$ cat config.mk
export PLATFORM = sky130hd
export DESIGN_NAME = dma_channel_engine
export DESIGN_NICKNAME = d
export VERILOG_FILES = /design/src/rtl/dma_chan_pkg.sv /design/src/rtl/dma_ctrl_decode.sv /design/src/rtl/dma_ptr_unit.sv /design/src/rtl/dma_wait_timer.sv /design/src/rtl/dma_channel_engine.sv
export SDC_FILE = /design/constraint.sdc
export NUM_CORES = 1
export LEC_CHECK = 0
export BUFFER_PORTS_ARGS = -buffer_cell sky130_fd_sc_hd__buf_2
export CAP_MARGIN = 20
export CORE_MARGIN = 10
export CORE_UTILIZATION = 45
export DETAILED_ROUTE_END_ITERATION = 7
export PLACE_DENSITY = 0.71
export SLEW_MARGIN = 5
export SYNTH_ARGS = -nofsm -noshare
export SYNTH_HDL_FRONTEND = slang
export SYNTH_SLANG_ARGS = --single-unit
$ cat constraint.sdc
create_clock -name clk -period 15 [get_ports clk]
set_input_delay 4.5 -clock clk [delete_from_list [all_inputs] [get_ports clk]]
set_output_delay 4.5 -clock clk [all_outputs]
set_load 0.005 [all_outputs]
$ cat src/rtl/dma_chan_pkg.sv
package dma_chan_pkg;

    typedef enum logic [2:0] {
        S_IDLE,
        S_WAIT,
        S_READ,
        S_WRITE,
        S_FINISH
    } dma_state_e;

    typedef enum logic [1:0] {
        STEP_INC    = 2'd0,
        STEP_DEC    = 2'd1,
        STEP_FIX    = 2'd2,
        STEP_INC_RL = 2'd3
    } step_e;

    localparam logic [2:0] START_NOW  = 3'd0;
    localparam logic [2:0] START_FIFO = 3'd7;
    localparam int         COST_W     = 4;

    // cycles one access takes, by address region and unit size
    function automatic logic [COST_W-1:0] access_cost(input logic [3:0] region,
                                                      input logic       word);
        logic [COST_W-1:0] c;
        case (region)
            4'h8, 4'h9:       c = word ? 4'd12 : 4'd6;
            4'hA:             c = 4'd10;
            4'h2, 4'h5, 4'h6: c = word ? 4'd2 : 4'd1;
            default:          c = 4'd1;
        endcase
        return c;
    endfunction

endpackage

$ cat src/rtl/dma_ctrl_decode.sv
module dma_ctrl_decode
    import dma_chan_pkg::*;
#(
    parameter int CNT_W = 21,
    parameter int REM_W = CNT_W + 1
) (
    input  logic [31:0]      ctrl,
    output step_e            src_step,
    output step_e            dst_step,
    output logic             word,
    output logic             repeat_en,
    output logic             irq_en,
    output logic [2:0]       start_code,
    output logic [REM_W-1:0] unit_count
);
    localparam logic [REM_W-1:0] MAX_UNITS = REM_W'(1) << CNT_W;

    logic [CNT_W-1:0] raw_count;

    always_comb begin
        raw_count  = ctrl[CNT_W-1:0];
        dst_step   = step_e'(ctrl[22:21]);
        // reserved source code runs as a plain increment
        src_step   = (ctrl[24:23] == 2'd3) ? STEP_INC : step_e'(ctrl[24:23]);
        word       = ctrl[26];
        repeat_en  = ctrl[25];
        irq_en     = ctrl[30];
        start_code = ctrl[29:27];
        unit_count = (raw_count == '0) ? MAX_UNITS : REM_W'(raw_count);
    end
endmodule

$ cat src/rtl/dma_ptr_unit.sv
module dma_ptr_unit
    import dma_chan_pkg::*;
#(
    parameter int ADDR_W = 32
) (
    input  logic              clk,
    input  logic              rst_n,
    input  logic              load,
    input  logic [ADDR_W-1:0] load_val,
    input  logic              adv,
    input  step_e             step,
    input  logic              word,
    output logic [ADDR_W-1:0] ptr,
    output logic [ADDR_W-1:0] ptr_next
);
    logic [ADDR_W-1:0] delta;

    always_comb begin
        delta = word ? ADDR_W'(4) : ADDR_W'(2);
        unique case (step)
            STEP_INC, STEP_INC_RL: ptr_next = ptr + delta;
            STEP_DEC:              ptr_next = ptr - delta;
            STEP_FIX:              ptr_next = ptr;
            default:               ptr_next = ptr;
        endcase
    end

    always_ff @(posedge clk or negedge rst_n) begin
        if (!rst_n)
            ptr <= '0;
        else if (load)
            ptr <= load_val;
        else if (adv)
            ptr <= ptr_next;
    end
endmodule

$ cat src/rtl/dma_wait_timer.sv
module dma_wait_timer
    import dma_chan_pkg::*;
(
    input  logic       clk,
    input  logic       rst_n,
    input  logic       load,
    input  logic [3:0] region,
    input  logic       word,
    output logic       expired
);
    logic [COST_W-1:0] cnt_q;

    always_ff @(posedge clk or negedge rst_n) begin
        if (!rst_n)
            cnt_q <= '0;
        else if (load)
            cnt_q <= access_cost(region, word) - COST_W'(1);
        else if (cnt_q != '0)
            cnt_q <= cnt_q - COST_W'(1);
    end

    assign expired = (cnt_q == '0);
endmodule

$ cat src/rtl/dma_channel_engine.sv
module dma_channel_engine
    import dma_chan_pkg::*;
#(
    parameter int CNT_W  = 21,
    parameter int CHUNK  = 112,
    parameter int TRIG_N = 8
) (
    input  logic              clk,
    input  logic              rst_n,
    input  logic              cfg_wr_en,
    input  logic [1:0]        cfg_wr_sel,
    input  logic [31:0]       cfg_wr_data,
    output logic [31:0]       ctrl_rd,
    input  logic [TRIG_N-1:0] trig_in,
    output logic              mem_req,
    output logic              mem_we,
    output logic [31:0]       mem_addr,
    output logic [31:0]       mem_wdata,
    input  logic [31:0]       mem_rdata,
    input  logic              mem_ready,
    output logic              cpu_stall,
    output logic              irq
);
    localparam int               REM_W     = CNT_W + 1;
    localparam logic [REM_W-1:0] CHUNK_MAX = REM_W'(CHUNK);
    localparam logic [1:0]       SEL_SRC   = 2'd0;
    localparam logic [1:0]       SEL_DST   = 2'd1;
    localparam logic [1:0]       SEL_CTRL  = 2'd2;

    dma_state_e state_q, state_d;

    logic [31:0]      src_q, dst_q, ctrl_q, ctrl_view, data_q;
    logic [REM_W-1:0] rem_q, iter_q, rem_start, iter_start;
    logic             in_prog_q, word_q;
    step_e            smode_q, dmode_q;
    logic [2:0]       start_q;

    // decoded view of the control word being written or held
    step_e            dec_src, dec_dst;
    logic             dec_word, dec_rep, dec_irq;
    logic [2:0]       dec_start;
    logic [REM_W-1:0] dec_count;

    logic        ctrl_wr, en_rise, start_now, rd_done, unit_done;
    logic        cur_word, dst_load, t_load, t_word, t_expired;
    step_e       cur_dmode;
    logic [2:0]  cur_start;
    logic [31:0] start_src, src_ptr, src_next, dst_ptr, dst_next, t_addr;

    assign ctrl_wr   = cfg_wr_en && (cfg_wr_sel == SEL_CTRL);
    assign ctrl_view = ctrl_wr ? cfg_wr_data : ctrl_q;

    dma_ctrl_decode #(.CNT_W(CNT_W), .REM_W(REM_W)) u_decode (
        .ctrl       (ctrl_view),
        .src_step   (dec_src),
        .dst_step   (dec_dst),
        .word       (dec_word),
        .repeat_en  (dec_rep),
        .irq_en     (dec_irq),
        .start_code (dec_start),
        .unit_count (dec_count)
    );

    // start and handshake conditions
    always_comb begin
        en_rise   = ctrl_wr && !ctrl_q[31] && cfg_wr_data[31] &&
                    (state_q == S_IDLE || state_q == S_WAIT);
        cur_word  = en_rise ? dec_word  : word_q;
        cur_dmode = en_rise ? dec_dst   : dmode_q;
        cur_start = en_rise ? dec_start : start_q;
        start_src = en_rise ? src_q     : src_ptr;
        start_now = (en_rise && dec_start == START_NOW) ||
                    (!en_rise && state_q == S_WAIT && ctrl_q[31] && trig_in[start_q]);
        rd_done   = (state_q == S_READ)  && t_expired && mem_ready;
        unit_done = (state_q == S_WRITE) && t_expired && mem_ready;
        rem_start = (in_prog_q && !en_rise) ? rem_q : dec_count;
        iter_start = (cur_start == START_FIFO && rem_start > CHUNK_MAX) ? CHUNK_MAX : rem_start;
        dst_load  = en_rise || (start_now && cur_dmode == STEP_INC_RL);
    end

    // working pointers
    dma_ptr_unit #(.ADDR_W(32)) u_src_ptr (
        .clk      (clk),
        .rst_n    (rst_n),
        .load     (en_rise),
        .load_val (src_q),
        .adv      (unit_done),
        .step     (smode_q),
        .word     (word_q),
        .ptr      (src_ptr),
        .ptr_next (src_next)
    );

    dma_ptr_unit #(.ADDR_W(32)) u_dst_ptr (
        .clk      (clk),
        .rst_n    (rst_n),
        .load     (dst_load),
        .load_val (dst_q),
        .adv      (unit_done),
        .step     (dmode_q),
        .word     (word_q),
        .ptr      (dst_ptr),
        .ptr_next (dst_next)
    );

    // access cost countdown
    always_comb begin
        t_load = start_now || rd_done || unit_done;
        t_word = cur_word;
        if (start_now)
            t_addr = start_src;
        else if (rd_done)
            t_addr = dst_ptr;
        else
            t_addr = src_next;
    end

    dma_wait_timer u_timer (
        .clk     (clk),
        .rst_n   (rst_n),
        .load    (t_load),
        .region  (t_addr[27:24]),
        .word    (t_word),
        .expired (t_expired)
    );

    // state register
    always_ff @(posedge clk or negedge rst_n) begin
        if (!rst_n)
            state_q <= S_IDLE;
        else
            state_q <= state_d;
    end

    // next state
    always_comb begin
        state_d = state_q;
        unique case (state_q)
            S_IDLE: begin
                if (start_now)
                    state_d = S_READ;
                else if (en_rise)
                    state_d = S_WAIT;
            end
            S_WAIT: begin
                if (start_now)
                    state_d = S_READ;
            end
            S_READ: begin
                if (rd_done)
                    state_d = S_WRITE;
            end
            S_WRITE: begin
                if (unit_done) begin
                    if (rem_q == REM_W'(1))
                        state_d = S_FINISH;
                    else if (iter_q == REM_W'(1))
                        state_d = S_WAIT;
                    else
                        state_d = S_READ;
                end
            end
            S_FINISH: begin
                state_d = (ctrl_q[25] && start_q != START_NOW) ? S_WAIT : S_IDLE;
            end
            default: state_d = S_IDLE;
        endcase
    end

    // registers, counts and latched modes
    always_ff @(posedge clk or negedge rst_n) begin
        if (!rst_n) begin
            src_q     <= '0;
            dst_q     <= '0;
            ctrl_q    <= '0;
            data_q    <= '0;
            rem_q     <= '0;
            iter_q    <= '0;
            in_prog_q <= 1'b0;
            word_q    <= 1'b0;
            smode_q   <= STEP_INC;
            dmode_q   <= STEP_INC;
            start_q   <= START_NOW;
        end else begin
            if (cfg_wr_en && cfg_wr_sel == SEL_SRC)
                src_q <= cfg_wr_data;
            if (cfg_wr_en && cfg_wr_sel == SEL_DST)
                dst_q <= cfg_wr_data;
            if (ctrl_wr)
                ctrl_q <= cfg_wr_data;
            else if (state_q == S_FINISH && !ctrl_q[25])
                ctrl_q[31] <= 1'b0;

            if (en_rise) begin
                smode_q   <= dec_src;
                dmode_q   <= dec_dst;
                word_q    <= dec_word;
                start_q   <= dec_start;
                in_prog_q <= 1'b0;
            end
            if (start_now) begin
                rem_q     <= rem_start;
                iter_q    <= iter_start;
                in_prog_q <= 1'b1;
            end else if (unit_done) begin
                rem_q  <= rem_q - REM_W'(1);
                iter_q <= iter_q - REM_W'(1);
            end
            if (state_q == S_FINISH)
                in_prog_q <= 1'b0;
            if (rd_done)
                data_q <= word_q ? mem_rdata : {16'h0000, mem_rdata[15:0]};
        end
    end

    // outputs
    always_comb begin
        mem_req   = (state_q == S_READ) || (state_q == S_WRITE);
        mem_we    = (state_q == S_WRITE);
        mem_addr  = (state_q == S_WRITE) ? dst_ptr : src_ptr;
        mem_wdata = (state_q == S_WRITE) ? data_q : 32'h0;
        cpu_stall = (state_q == S_READ) || (state_q == S_WRITE);
        irq       = (state_q == S_FINISH) && ctrl_q[30];
        ctrl_rd   = ctrl_q;
    end

    // dec_rep and dec_irq are read live from ctrl_q instead
    logic unused_dec;
    assign unused_dec = dec_rep ^ dec_irq ^ dst_next[0];

endmodule

==> key figures <==
Logic synthesis
  • Distinct cells, synth: 82
  • Synth Warn #: 0
  • Avg Inst Size Synth: 8.59 µm²
  • Top cell type's share of synthesized area: 41.6%
  • Yosys reg bits: 252
  • Synthesized area: 15200 µm²
  • Cells after Synth: 1765
  • Fraction of registers with async set/reset: 100%
  • Syn nets: 1883
  • Most used DFF post-synth: dfrtp_1
  • Synth top cells by count: 367 x nand2_1, 252 x dfrtp_1, 111 x nor2_1
  • Count leader, synth: nand2_1
  • Area contributors post-synth: dfrtp_1 42%, nand2_1 9.1%, mux2_2 5.0%
  • Post-synthesis sequential area ratio: 41.6%
  • EDFF count, synth: 0
  • Area leader, netlist: dfrtp_1

Final layout
  • Total Nets Final: 2006
  • Area Growth Syn to Fin: 14.5%
  • Fraction of layout cells with a size suffix above 1: 18.5%
  • Post-route cell area: 17400 µm²

Clocking
  • CTS clk-pin slew, worst paths: 60 ps
  • CTS Root Cell: clkbuf_16
  • Worst skew pair latency: 570 ps
  • Clock buffer count from CTS: 29
  • Clk sinks: 252
  • CTS max path bufs: 3
  • CTS Hold Bufs: 0
  • Post-CTS setup buffer count: 0
  • H-tree depth: 1
  • CTS tree: done
  • Post-CTS Resized: 0

GRT
  • First-pass GRT wire length: 79200 µm
  • Vias in the first global route: 13640
  • Largest net degree at the start of global routing: 180
  • Total grt overflow: 0
  • GRT Resource Usage Total: 23.7%
  • Antenna violations before repair: 4

Timing
  • Highest Clock Rate: 130 MHz
  • Final Max Tran Viols: 0
  • Sum of negative setup slack: 0 ps
  • RSZ-0062 raised after global routing: false
  • Final hold slack: 460 ps
  • Worst-Margin Slew: 1000 ps
  • Slew HR: 32.8%
  • Final period util: 51.1%
  • PnR worst setup slack: 7330 ps
  • Final Hold Vio Count: 0
  • Final min period: 7670 ps
  • Setup violations, final: 0
  • Clock skew: 13.5 ps

Drt
  • DRC: 0
  • Final wirelength: 50300 µm
  • Antenna Nets Post-Route: 0
  • Average wire per standard cell: 21.3 µm
  • Vias per cell: 5.93
  • Initial DRC count: 1440
  • Vias: 13997
  • Initial DRT Pass Iterations: 5

Pwr
  • P per Cell Area: 178 nW/µm²
  • Lkg Pwr: 8.06 nW
  • Total power: 3.10 mW
  • Peak supply drop: 103 µV

Place
  • Worst slack, placed: 6810 ps
  • Port Buf Inserts: 177
  • HPWL after detailed placement: 36100 µm
  • Global placement routability congestion: 0.941
  • DP Area: 16400 µm²

Run status
  • Status: finished, final reports clean

Die
  • Die Area: 41400 µm²
  • I/O pins: 178
  • Core area: 33400 µm²
  • Die Span Y: 204 µm
  • Initial Utilization: 45.5%
  • Row cnt: 67
  • Width of the die: 204 µm

Setup path
  • Worst R2R Setup Slack: 10020 ps
  • Worst Path Arrival: 8120 ps
  • Crit start category: input port
  • Worst Path Required: 15450 ps
  • Endpoint class of the critical path: flip-flop
  • WS Path Type: in -> reg
  • Crit-path max FO: 50

Worst hold path
  • Worst min path class: reg -> reg

Run
  • Max cap viols: 0
path summary, 6_finish.rpt:
kind | from | endpoint | cells after the start
setup / recovery | cfg_wr_data[31] | u_timer.cnt_q[2] | 16
hold / removal | data_q[8] | data_q[8] | 2
setup reg to reg | word_q | u_timer.cnt_q[2] | 16
hold reg to reg | data_q[8] | data_q[8] | 2
max in group asynchronous | rst_n | iter_q[17] | 2
min in group asynchronous | rst_n | u_dst_ptr.ptr[8] | 1
stage by stage:
step	util [%]	cells
after detailed placement	49.2	2304
after CTS	52.0	2358
final	52.0	2360
after global routing	52.0	2360
after global placement	49.2	2304
after floorplan	-	1765
where the power goes:
part / total [mW] / leakage, nW / switching [mW] / internal, mW
Combinational: 1.22 / 4.45 / 0.726 / 0.493
Clock: 0.698 / 0.465 / 0.299 / 0.400
Sequential: 1.18 / 3.14 / 0.277 / 0.902
Total: 3.10 / 8.06 / 1.30 / 1.79
layout by cell type, fill, tap and decap left out, drive strengths merged, types with 22 or more instances in the layout:
master,netlist,routed
mux2,69,69
o22ai,22,22
o21ai,109,109
xor2,35,35
nand3,47,47
nor2,111,111
and3,41,41
ha,40,40
inv,43,45
nor3,53,53
xnor2,42,42
nand2,367,367
dfrtp,252,252
a21oi,85,85
clkbuf,93,41
buf,17,202
state kept, by name, indices dropped and copies added, names as in the netlist:
register / count
start_q: 3
smode_q: 2
u_dst_ptr.ptr: 32
in_prog_q: 1
u_src_ptr.ptr: 32
state_q: 3
u_timer.cnt_q: 4
dmode_q: 2
rem_q: 22
src_q: 32
dst_q: 32
ctrl_rd: 32
word_q: 1
data_q: 32
iter_q: 22
worst max-delay path, cell delays in order:
cell and delay [ps]:
buf_2 110, or4b_1 560, or2_1 290, nor4_2 210, or2_1 150, buf_4 460, and2_1 230, nor2_1 50
a21oi_1 140, o31a_2 210, nor2b_1 80, or3_1 390, a32oi_1 290, ha_1 210, xor2_1 150, nor2_1 60
cell type report:
type | count | area [µm²]
antenna | 1 | 2.50
multi-input combinational | 1359 | 8290
inverter | 44 | 165
clock buffer | 41 | 821
clock inverter | 13 | 111
sequential | 252 | 6310
fill | 3193 | 16000
tap | 448 | 561
timing repair buffer | 202 | 1100
cell families (layout without fill, tap and decap cells):
kind of cell | Yosys count | after routing | synth area share, %
muxes | 90 | 90 | 6.70
AOI/OAI and AO/OA | 383 | 383 | 16.4
and+or+nand+nor | 769 | 769 | 23.6
buffers and inverters | 154 | 300 | 4.03
DFF | 252 | 252 | 41.6
adders and majority gates | 40 | 40 | 3.30
other | 0 | 1 | 0
xor gates and xnor gates | 77 | 77 | 4.45
metal layers:
layer | up-vias | part of all wire (%) | GRT usage, %
met1 | 6838 | 42 | 31.5
met5 | - | 0 | 0
met2 | 550 | 47 | 38.5
met4 | 0 | 3.1 | 7.54
li1 | 6523 | - | -
met3 | 86 | 7.6 | 4.22
Power figures use the tool's default switching activity.
